**src/rtl/acq_pkg.sv**
```systemverilog
package acq_pkg;
  localparam int REG_AW = 2;
  localparam int REG_DW = 16;

  localparam logic [REG_AW-1:0] A_DATA   = 2'd0;
  localparam logic [REG_AW-1:0] A_CTRL   = 2'd1;
  localparam logic [REG_AW-1:0] A_CLRIRQ = 2'd2;
  localparam logic [REG_AW-1:0] A_CLRBUF = 2'd3;

  localparam int CTL_W     = 7;
  localparam int C_SW      = 0;
  localparam int C_PACER   = 1;
  localparam int C_EXT     = 2;
  localparam int C_GATE    = 3;
  localparam int C_IRQEN   = 4;
  localparam int C_HALFIRQ = 5;
  localparam int C_CLKSEL  = 6;

  localparam int S_EMPTY = 8;
  localparam int S_HALF  = 9;
  localparam int S_FULL  = 10;
  localparam int S_PEND  = 11;
endpackage

```
**src/rtl/acq_edge_sync.sv**
```systemverilog
module acq_edge_sync #(
  parameter int STAGES = 2
) (
  input  logic clk,
  input  logic rst_n,
  input  logic async_in,
  output logic level,
  output logic rise
);
  logic [STAGES:0] sh;

  always_ff @(posedge clk) begin
    if (!rst_n) sh <= '0;
    else        sh <= {sh[STAGES-1:0], async_in};
  end

  assign level = sh[STAGES-1];
  assign rise  = sh[STAGES-1] & ~sh[STAGES];
endmodule

```
**src/rtl/acq_sample_fifo.sv**
```systemverilog
module acq_sample_fifo #(
  parameter int DATA_W = 16,
  parameter int DEPTH  = 64
) (
  input  logic              clk,
  input  logic              rst_n,
  input  logic              clr,
  input  logic              push,
  input  logic [DATA_W-1:0] push_data,
  input  logic              pop,
  output logic [DATA_W-1:0] head,
  output logic              empty,
  output logic              half,
  output logic              full_hold,
  output logic              pushed,
  output logic              half_rise
);
  localparam int AW = $clog2(DEPTH);
  localparam int CW = AW + 1;
  localparam logic [CW-1:0] LVL_FULL = CW'(DEPTH);
  localparam logic [CW-1:0] LVL_HALF = CW'(DEPTH / 2);
  localparam logic [AW-1:0] PTR_LAST = AW'(DEPTH - 1);

  logic [DATA_W-1:0] mem [DEPTH];
  logic [AW-1:0]     wr_ptr, rd_ptr;
  logic [CW-1:0]     level_q, level_nx;
  logic              do_pop;

  assign pushed = push && !clr && (level_q != LVL_FULL);
  assign do_pop = pop && !clr && (level_q != '0);

  always_comb begin
    level_nx = level_q;
    if (clr)                     level_nx = '0;
    else if (pushed && !do_pop)  level_nx = level_q + 1'b1;
    else if (!pushed && do_pop)  level_nx = level_q - 1'b1;
  end

  assign half_rise = (level_q < LVL_HALF) && (level_nx >= LVL_HALF);

  always_ff @(posedge clk) begin
    if (pushed) mem[wr_ptr] <= push_data;
  end

  always_ff @(posedge clk) begin
    if (!rst_n || clr) begin
      wr_ptr    <= '0;
      rd_ptr    <= '0;
      level_q   <= '0;
      full_hold <= 1'b0;
    end else begin
      if (pushed) wr_ptr <= (wr_ptr == PTR_LAST) ? '0 : wr_ptr + 1'b1;
      if (do_pop) rd_ptr <= (rd_ptr == PTR_LAST) ? '0 : rd_ptr + 1'b1;
      level_q   <= level_nx;
      full_hold <= full_hold | (level_nx == LVL_FULL);
    end
  end

  assign empty = (level_q == '0);
  assign half  = (level_q >= LVL_HALF);
  assign head  = empty ? '0 : mem[rd_ptr];
endmodule

```
**src/rtl/acq_irq_ctrl.sv**
```systemverilog
module acq_irq_ctrl
  import acq_pkg::*;
(
  input  logic             clk,
  input  logic             rst_n,
  input  logic             ctrl_we,
  input  logic [CTL_W-1:0] ctrl_wdata,
  input  logic             sw_strobe,
  input  logic             pacer_tick,
  input  logic             ext_level,
  input  logic             ext_rise,
  input  logic             smp_evt,
  input  logic             half_evt,
  input  logic             clr_irq,
  output logic [CTL_W-1:0] ctrl,
  output logic             evt,
  output logic             pend,
  output logic             conv_start
);
  logic pacer_ok;

  assign pacer_ok = pacer_tick && ctrl[C_PACER] && (!ctrl[C_GATE] || ext_level);
  assign evt      = ctrl[C_HALFIRQ] ? half_evt : smp_evt;

  always_ff @(posedge clk) begin
    if (!rst_n) begin
      ctrl       <= '0;
      pend       <= 1'b0;
      conv_start <= 1'b0;
    end else begin
      if (ctrl_we) ctrl <= ctrl_wdata;
      if (evt)          pend <= 1'b1;
      else if (clr_irq) pend <= 1'b0;
      conv_start <= (sw_strobe && ctrl[C_SW]) || pacer_ok || (ext_rise && ctrl[C_EXT]);
    end
  end
endmodule

```
**src/rtl/acq_fifo_irq.sv**
```systemverilog
module acq_fifo_irq
  import acq_pkg::*;
#(
  parameter int DATA_W      = 16,
  parameter int DEPTH       = 64,
  parameter int SYNC_STAGES = 2
) (
  input  logic              clk,
  input  logic              rst_n,
  input  logic              smp_valid,
  input  logic [DATA_W-1:0] smp_data,
  input  logic [1:0]        reg_addr,
  input  logic              reg_wr,
  input  logic              reg_rd,
  input  logic [15:0]       reg_wdata,
  output logic [15:0]       reg_rdata,
  input  logic              pacer_tick,
  input  logic              ext_trig,
  output logic              conv_start,
  output logic              cnt_clk_ext,
  output logic              irq
);
  logic [DATA_W-1:0] head;
  logic              fifo_empty, fifo_half, fifo_full, pushed, half_rise;
  logic              ext_level, ext_rise;
  logic [CTL_W-1:0]  ctrl_q;
  logic              pend_q, irq_evt;
  logic              wr_data, wr_ctrl, wr_clrirq, wr_clrbuf, rd_data;
  logic [15:0]       status;

  assign wr_data   = reg_wr && (reg_addr == A_DATA);
  assign wr_ctrl   = reg_wr && (reg_addr == A_CTRL);
  assign wr_clrirq = reg_wr && (reg_addr == A_CLRIRQ);
  assign wr_clrbuf = reg_wr && (reg_addr == A_CLRBUF);
  assign rd_data   = reg_rd && (reg_addr == A_DATA);

  acq_edge_sync #(.STAGES(SYNC_STAGES)) u_sync (
    .clk(clk), .rst_n(rst_n), .async_in(ext_trig),
    .level(ext_level), .rise(ext_rise)
  );

  acq_sample_fifo #(.DATA_W(DATA_W), .DEPTH(DEPTH)) u_fifo (
    .clk(clk), .rst_n(rst_n), .clr(wr_clrbuf),
    .push(smp_valid), .push_data(smp_data), .pop(rd_data),
    .head(head), .empty(fifo_empty), .half(fifo_half),
    .full_hold(fifo_full), .pushed(pushed), .half_rise(half_rise)
  );

  acq_irq_ctrl u_ctl (
    .clk(clk), .rst_n(rst_n),
    .ctrl_we(wr_ctrl), .ctrl_wdata(reg_wdata[CTL_W-1:0]),
    .sw_strobe(wr_data), .pacer_tick(pacer_tick),
    .ext_level(ext_level), .ext_rise(ext_rise),
    .smp_evt(pushed), .half_evt(half_rise), .clr_irq(wr_clrirq),
    .ctrl(ctrl_q), .evt(irq_evt), .pend(pend_q), .conv_start(conv_start)
  );

  always_comb begin
    status = '0;
    status[CTL_W-1:0] = ctrl_q;
    status[S_EMPTY]   = fifo_empty;
    status[S_HALF]    = fifo_half;
    status[S_FULL]    = fifo_full;
    status[S_PEND]    = pend_q;
  end

  generate
    if (DATA_W >= 16) begin : g_wide
      assign reg_rdata = (reg_addr == A_CTRL) ? status :
                         (reg_addr == A_DATA) ? head[15:0] : 16'h0;
    end else begin : g_narrow
      assign reg_rdata = (reg_addr == A_CTRL) ? status :
                         (reg_addr == A_DATA) ? {{(16-DATA_W){1'b0}}, head} : 16'h0;
    end
  endgenerate

  assign cnt_clk_ext = ctrl_q[C_CLKSEL];
  assign irq         = pend_q && ctrl_q[C_IRQEN];
endmodule

```
**config.mk**
```make
export PLATFORM = sky130hd
export DESIGN_NAME = acq_fifo_irq
export DESIGN_NICKNAME = d
export VERILOG_FILES = /design/src/rtl/acq_pkg.sv /design/src/rtl/acq_edge_sync.sv /design/src/rtl/acq_sample_fifo.sv /design/src/rtl/acq_irq_ctrl.sv /design/src/rtl/acq_fifo_irq.sv
export SDC_FILE = /design/constraint.sdc
export NUM_CORES = 1
export LEC_CHECK = 0
export BUFFER_PORTS_ARGS = -buffer_cell sky130_fd_sc_hd__buf_4
export CAP_MARGIN = 20
export CORE_MARGIN = 4
export CORE_UTILIZATION = 54
export DETAILED_ROUTE_END_ITERATION = 12
export GPL_ROUTABILITY_DRIVEN = 0
export HOLD_SLACK_MARGIN = 0.12
export PLACE_DENSITY = 0.75
export REMOVE_ABC_BUFFERS = 1
export SYNTH_ARGS = -nofsm -noshare
export SYNTH_HDL_FRONTEND = slang
export SYNTH_SLANG_ARGS = --single-unit
```
**constraint.sdc**
```tcl
create_clock -name clk -period 4.48 [get_ports clk]
set_input_delay 0.896 -clock clk [delete_from_list [all_inputs] [get_ports clk]]
set_output_delay 0.896 -clock clk [all_outputs]
set_load 0.02 [all_outputs]
```
# Word level (Yosys, flattened, before mapping)
# Memory sizes are Yosys's and may differ from the RTL's. A register that Yosys moved wholly into a read port is not among the register bits.
# Cells that the tools add are included.
# totals
reg_bits,32
ram_bits,1024
in_bits,41
output_inout_bits,19
elab_cells,71
mem_count,1
# memory_table
name,words,width,rd,rd_ports_with_merged_regs,write_ports,line_no,source
u_fifo.mem,64,16,1,1,1,acq_sample_fifo.sv:24,logic [DATA_W-1:0] mem [DEPTH];
# op_classes
addsub,4
magnitude_cmp,3
n_eq_ne,7
n_mux,15
n_bitwise,3
reduce_logical,30
# ops
cell,n
2-to-1 mux 16 bit,3
2-to-1 mux 6 bit,4
2-to-1 mux 7 bit,3
logical AND 1 bit,17
"greater-or-equal comparator 7 x 6 -> 1 bit, second input constant",2
"adder 6 x 1 -> 6 bit, second input constant",2
"== test 6 bit, second input constant",2
"adder 7 x 1 -> 7 bit, second input constant",1
"== test 7 bit, second input constant",1
logical NOT 7 bit,1
"less-than comparator 7 x 6 -> 1 bit, second input constant",1
"!= test 7 bit, second input constant",1
nonzero test 7 bit,1
"subtractor 7 x 1 -> 7 bit, second input constant",1
logical NOT 1 bit,5
2-to-1 mux 1 bit,5
"== test 2 bit, second input constant",2
logical OR 1 bit,4
"== test 2 x 1 -> 1 bit, second input constant",1
logical NOT 2 bit,1
nonzero test 2 bit,1
bitwise AND 1 bit,1
NOT 1 bit,1
bitwise OR 1 bit,1

# Longest topological paths before layout
# Gate-level depths: netlist of the first run.
# depth
word_depth,14
mapped_depth,10
depth_no_buf,8

# Cells and area by module
# A second synthesis of the first run with hierarchy kept.
# unflattened
cells_unflattened,1808
hier_area_um2,41232.0
# modules_own_cells
mod,n_inst,cells_each,area_per_inst_um2,seq_area_each_um2
acq_sample_fifo,1,1731,40517.6,31270.0
acq_irq_ctrl,1,31,356.6,180.2
acq_fifo_irq,1,39,265.3,0.0
acq_edge_sync,1,7,92.6,60.1

# Least setup slack after synthesis of the first run
# OpenSTA, ideal clock, no wires.
# synth_path
path_type,register to output
start,register with a tool-made name
end,output reg_rdata[8]
arrival_time_ns,2.453
t_required_ns,3.584
path_slack_ns,1.131
stages_incl_launch_ff,9
path_buffers,4
cell_sequence,dfxtp_1 -> buf_2 -> buf_6 -> buf_4 -> buf_2 -> mux4_2 -> mux4_2 -> o2111ai_1 -> o221ai_1
# synth_lines
item,line_no,source
end: declaration,acq_fifo_irq.sv:16,"output logic [15:0] reg_rdata,"

==> summary.txt, run 1 <==
Outcome
  – Outcome: completed

Synthesis
  – Top FF cell, synth: edfxtp_1
  – Synth Warn #: 0
  – Area leader, netlist: edfxtp_1
  – Ranking of synthesized cells by area: edfxtp_1 75%, mux4_2 17%, dfxtp_1 1.9%
  – #FFs+latches synth: about 1,100
  – Post-synthesis sequential area ratio: approximately three quarters
  – Synth cell types: 50
  – Mapped Avg Cell Area: 22.4 µm²
  – Asr flop ratio synth: 0%
  – Mapped Cells: 1,835
  – Mapped Area: 41,100 µm²
  – Post-synth EDFFs: 1,024
  – Area share of the largest cell type after synthesis: 74.9%

Clock network
  – H-tree depth: 3
  – Hold Buf Count CTS: 0
  – Worst-Skew Late Latency: 660 ps
  – CTS tree: done
  – CTS Buf Count: 97
  – Clock tree sinks: approximately 1,100
  – Clk pin slew, worst setup/hold paths: 70 ps
  – Max clock buf depth: 3
  – CTS root buffer: clkbuf_16

Setup path
  – Worst setup SP type: register
  – Critical Path AT: 3530 ps
  – CP Capture Type: output pin
  – Slowest library cell on the worst path: mux4_2
  – CP Data Required Time: between 3000 and 4000 ps
  – Critical Path Most Common Cell: buf_4
  – Setup Crit Path Kind: reg2out
  – Worst path cell trace: buf_16 > buf_6 > buf_4 > mux4_2 > mux4_2 > mux2i_2 > buf_4 > o221ai_1 > buf_4
  – Crit-path max FO: 22
  – Worst path max stage delay: 550 ps

Detailed routing
  – Met2 Routed Length: 45,600 µm
  – Routed length on met3: 9080 µm
  – Metal1 wirelength: 36,400 µm
  – Post-route DRC: 0
  – Post-DRT Antenna Nets: 0
  – Final WL: 93,700 µm
  – Uppermost layer routed: met5
  – Detailed Route Iter0 Violations: 2,836
  – Drt via density: 6.54
  – Vias: 20,011
  – 1st-pass router iterations: 5
  – WL per Instance: just over 30 µm

Pwr
  – Psw: 4.00 mW
  – Power Total: 20.0 mW
  – Power Dens Cells: 429 nW/µm²
  – Flop pwr share: 54.7%
  – Clock power share: 41.3%
  – VDD IR-drop max: 0.000305 V
  – Logic pwr share: 4.0%
  – LEAKAGE: 14.2 nW
  – Sw frac: 20.0%
  – Internal Power: 16.0 mW

STA
  – Fmax: 226 MHz
  – Fin Clk Skew: 26.4 ps
  – Final max-slew violation count: 0
  – Tightest Pin Transition: 775 ps
  – RSZ-0062 raised after global routing: yes
  – Fin. Hold Viols: 0
  – Tcrit/Tclk final: 98.8%
  – Fin crit period: 4430 ps
  – Final setup margin: 52.4 ps
  – Setup Viol. Count Final: 0
  – Max-slew headroom at the worst pin: 48.2%

Floorplan
  – Initial Util: 54.8%
  – I/O pins: 60
  – Full die area: 80,500 µm²
  – Die height: 284 µm
  – Core Rows: 100
  – Core area: 74,900 µm²
  – Die Width: 284 µm

Cells and area
  – Layout cells sized above 1: 30.5%
  – Most common cell after layout, fill and taps aside: edfxtp_1
  – P&R area growth vs syn: 13.4%
  – Final core utilization: 62.1%
  – Design area: 46,600 µm²
  – Non-filler cells, final: 3,059
  – Fin nets: 2,051
  – Commonest non-fill, non-tap cells in the layout: 1,024 x edfxtp_1, 305 x mux4_2, 153 x buf_4

Placed design
  – Post-detail-place hpwl: 51,800 µm
  – I/O Buffers: 50
  – Dpl ws: between 500 and 600 ps
  – Placed Area: 43,200 µm²
  – Placed cell count: 2,869

GRT
  – Initial antenna violation count: 6
  – First-pass GRT wire length: 139,000 µm
  – Total global routing overflow: 0
  – Total track usage: 23.5%
  – Vias in the first global route: slightly above 20,000
  – Largest net degree at the start of global routing: 65

Min path
  – Hold Crit Class: reg2reg

Flow run
  – Max-cap viol count: 0
==> stage by stage <==
stage / hold slack [ps] / setup TNS, ps
after floorplan: 412 / -135570
after global placement: 418 / 0
after detailed placement: 429 / 0
after CTS: 437 / 0
after global routing: 472 / -22.3
final: 439 / 0
==> worst max-delay path, delay by kind of cell, from the launching register on <==
kind / cells / cell delay, ps
compound gates: 1 / 150
buf+inv: 5 / 1000
flops: 1 / 450
mux: 3 / 1250
==> cell usage after synthesis, types with 3 or more instances <==
library cell	number
edfxtp_1	1024
mux4_2	305
nor2_1	98
clkbuf_1	48
dfxtp_1	38
buf_2	31
nand2_1	29
mux2i_1	28
nor2b_1	23
nand3_1	22
a211oi_1	18
a21oi_1	15
buf_1	11
a21boi_0	9
and2_1	8
buf_4	8
nor4_1	8
o21ai_0	8
a221o_1	6
xnor2_1	6
xor2_1	6
ha_1	5
inv_1	5
mux2_2	5
nand3b_1	5
nand4_1	5
o21ai_1	5
o22ai_1	5
a32oi_1	4
and3_1	4
nand2b_1	4
nor3_1	4
or3_1	4
nand4b_1	3
o2111ai_1	3
o21a_1	3
or3b_2	3
==> power by group through the flow <==
stage	sequential [mW]	clock (mW)	combinational [mW]
6_report	10.9	8.26	0.795
5_1_grt	10.9	8.84	0.851
4_1_cts	10.9	8.38	0.791
3_5_place_dp	11.1	0	0.771
3_3_place_gp	11.1	0	0.743
2_1_floorplan	11.2	0	0.480
==> sequential cells by signal, indices dropped and copies added, names as in the netlist, named ones only <==
| name | cells |
|---|---|
| u_ctl.conv_start | 1 |
| u_ctl.ctrl | 7 |
| u_ctl.pend | 1 |
| u_fifo.full_hold | 1 |
| u_fifo.level_q | 7 |
| u_fifo.mem | 1024 |
| u_fifo.rd_ptr | 6 |
| u_fifo.wr_ptr | 6 |
| u_sync.sh | 3 |
==> metal layers <==
metal,global-route usage (%),vias to the layer above
met5,0,-
met4,7.29,2
met3,4.31,166
met2,37.2,1165
met1,34.0,10578
li1,-,8100
==> area by class of cell <==
class                   count  area (µm²)
diodes                      3        7.51
clock buffers             128        2620
clock inverters            53         576
fillers                  4803       28400
inverters                   5        18.8
multi-input cells         668        9120
flip-flops and latches   1062       31500
well taps                 969        1210
repair buffers            171        1500
==> final timing paths <==
path              slack, ps                    startpoint  cells after the start                           to
hold / removal          440       u_sync.sh[0]$_SDFF_PN0_                      1      u_sync.sh[1]$_SDFF_PN0_
setup reg to reg       1450  u_fifo.level_q[1]$_SDFF_PP0_                      7  u_fifo.mem[31][0]$_DFFE_PP_
hold reg to reg         440       u_sync.sh[0]$_SDFF_PN0_                      1      u_sync.sh[1]$_SDFF_PN0_
setup / recovery         50                      register                      9                 reg_rdata[8]
==> timing repair <==
item,4_1_cts,5_1_grt
resized for setup,5,12
endpoints found under the setup margin,11,10
buffers inserted,6,0
gates cloned,0,1
==> cell families (layout without fill, tap and decap cells) <==
logic type	after synthesis	in the layout	synth area share, %
flip-flops	1062	1062	76.7
adder cells (fa/ha/maj)	5	5	0.152
XOR/XNOR	12	12	0.256
multiplexers	338	338	17.5
buffers and inverters	105	357	1.16
AND/OR/NAND/NOR	223	223	2.60
AO/OA/AOI/OAI	90	90	1.56
other	0	3	0
(Power assumes the default switching activity.)
==> inputs of run 2 (changes only) <==
--- a/config.mk
+++ b/config.mk
@@ -7,12 +7,12 @@
 export LEC_CHECK = 0
 export BUFFER_PORTS_ARGS = -buffer_cell sky130_fd_sc_hd__buf_4
 export CAP_MARGIN = 20
-export CORE_MARGIN = 4
-export CORE_UTILIZATION = 54
+export CORE_UTILIZATION = 25
 export DETAILED_ROUTE_END_ITERATION = 12
 export GPL_ROUTABILITY_DRIVEN = 0
+export GPL_TIMING_DRIVEN = 0
 export HOLD_SLACK_MARGIN = 0.12
-export PLACE_DENSITY = 0.75
+export PLACE_DENSITY = 0.44
 export REMOVE_ABC_BUFFERS = 1
 export SYNTH_ARGS = -nofsm -noshare
 export SYNTH_HDL_FRONTEND = slang
==> run 2 against run 1 <==
  * Sequential share of layout area shrank 4.8 points
  * Setup slack gained 11 ps
  * Global-route usage shrank 10 points
  * Critical path depth is the same
  * Largest cell class unchanged
  * Power grew 3.7%
==> summary.txt, run 2 (synthesized netlist as in run 1, its figures left out) <==
Cells and area
  – Number of flip-flops in the largest register: 1,024
  – Most common cell after layout, fill and taps aside: edfxtp_1
  – Most flops, register: u_fifo.mem
  – Fin nets: just over 2,000
  – Commonest non-fill, non-tap cells in the layout: 1,024 x edfxtp_1, 305 x mux4_2, 116 x clkbuf_16
  – Layout cells sized above 1: 35.4%
  – Design area: 50,200 µm²
  – Final core utilization: ~30%
  – P&R area growth vs syn: 22.1%
  – Non-filler cells, final: between 4,000 and 5,000
  – Biggest regs: u_fifo.mem x1024, u_ctl.ctrl x7, u_fifo.level_q x7

GRT
  – Largest net degree at the start of global routing: 65
  – Initial antenna violation count: 3
  – Total track usage: 13.0%
  – Vias in the first global route: 20,275
  – First-pass GRT wire length: 155,000 µm
  – Total global routing overflow: 0

STA
  – RSZ-0062 raised after global routing: yes
  – Fmax: 226 MHz
  – Setup Viol. Count Final: 0
  – Fin crit period: 4420 ps
  – Tightest Pin Transition: a little over 900 ps
  – Tcrit/Tclk final: between 90% and 100%
  – Final max-slew violation count: 0
  – WHS: 448 ps
  – Setup TNS: 0 ps
  – Fin Clk Skew: 25.4 ps
  – Fin. Hold Viols: 0
  – Max-slew headroom at the worst pin: 37.9%

Clock network
  – CTS root buffer: clkbuf_16
  – CTS tree: done
  – Clk pin slew, worst setup/hold paths: 60 ps
  – CTS Buf Count: 113
  – H-tree depth: 3
  – Hold Buf Count CTS: 0
  – Max clock buf depth: 3
  – Clock tree sinks: 1,062
  – Worst-Skew Late Latency: about 700 ps

Floorplan
  – Die Width: ~410 µm
  – Full die area: approximately 170,000 µm²
  – Die height: 407 µm
  – Core Rows: 148
  – I/O pins: 60
  – Initial Util: 25.2%
  – Core area: between 150,000 and 200,000 µm²

Setup path
  – CP Capture Type: output pin
  – CP Data Required Time: 3580 ps
  – Setup Crit Path Kind: reg2out
  – Worst-case reg-to-reg path depth: 7
  – Critical Path AT: 3520 ps
  – Worst setup SP type: register
  – Crit-path max FO: 12

Detailed routing
  – Vias: 19,477
  – 1st-pass router iterations: 5
  – Drt via density: 4.53
  – Post-route DRC: 0
  – Final WL: 109,000 µm
  – WL per Instance: 25.3 µm
  – Detailed Route Iter0 Violations: 2,096
  – Post-DRT Antenna Nets: 0

Placed design
  – I/O Buffers: 50
  – Placed cell count: 4,047
  – Post-detail-place hpwl: 66,100 µm
  – Placed Area: 45,600 µm²

Pwr
  – VDD IR-drop max: 0.000332 V
  – Sw frac: 20.9%
  – Flop pwr share: 52.8%
  – Power Dens Cells: 413 nW/µm²
  – Clock power share: around 43%
  – Internal Power: approximately 16 mW
  – LEAKAGE: 14.8 nW
  – Logic pwr share: 4.4%
  – Psw: 4.33 mW

Min path
  – Worst hold path depth: 1
  – Hold Crit Class: reg2reg

Flow run
  – Max-cap viol count: 0

Outcome
  – Outcome: completed
## run 2: cell types whose count changed in the layout (fill, tap and decap cells not counted), moves of 5 or more
cell       change
buf_8         +45
mux2i_4        +6
buf_16        +40
clkbuf_16     +17
buf_4         -78
bufinv_16      -5
nor2_2        +64
mux2i_1        -6
nor2_1        -68
bufbuf_16      +7
clkinv_1      +18
## run 2: what timing repair did
item | 4_1_cts | 5_1_grt
pin swaps | 4 | 1
setup endpoints to repair | 16 | 10
gates resized for setup | 61 | 14
cloned | 13 | 0
setup buffers | 17 | 12
## run 2: area by class of cell
class                           instances  area [µm²]
Fill cell                           15611      113000
Sequential cell                      1062       31500
Multi-Input combinational cell        668        9580
Tap cell                             2175        2720
Clock buffer                          146        3060
Timing Repair Buffer                  179        2820
Antenna cell                            2        5.00
Clock inverter                         62         437
Inverter                                5        18.8
## run 2: per-layer routing
metal / vias up / track usage, % / wire length, µm
li1: 8191 / - / -
met5: - / 0 / 0
met4: 0 / 3.20 / 2450
met1: 10635 / 18.1 / 47700
met3: 144 / 2.16 / 5680
met2: 507 / 21.3 / 52900
## run 2: metrics by stage
stage          setup WS, ps  total power [mW]
3_5_place_dp           -525              12.0
5_1_grt               -46.8              21.4
3_3_place_gp         -15890              12.1
6_report               63.2              20.7
4_1_cts               -17.2              21.0
2_1_floorplan         -8670              11.7
## run 2: critical path, stage by stage, from the launching register on
cell,delay [ps]
dfxtp_4,450
buf_16,190
buf_16,180
mux4_2,490
nor2b_1,140
a211oi_1,570
nor4_2,130
buf_4,200
a221o_1,300
buf_4,170
## run 2: path summary, 6_finish.rpt
path                                              startpoint                           end  slack [ps]
worst min-delay path                 u_sync.sh[0]$_SDFF_PN0_       u_sync.sh[1]$_SDFF_PN0_         450
worst max register to register  u_fifo.level_q[0]$_SDFF_PP0_  u_fifo.mem[23][10]$_DFFE_PP_         790
worst max-delay path                                register                  reg_rdata[3]          60
worst min register to register       u_sync.sh[0]$_SDFF_PN0_       u_sync.sh[1]$_SDFF_PN0_         450
## run 2: power by group through the flow
stage	sequential [mW]	combinational, mW	clock (mW)
after floorplan	11.2	0.480	0
after global placement	11.2	0.859	0
after detailed placement	11.2	0.807	0
after CTS	10.9	0.910	9.12
after global routing	10.9	0.976	9.48
final	10.9	0.912	8.89
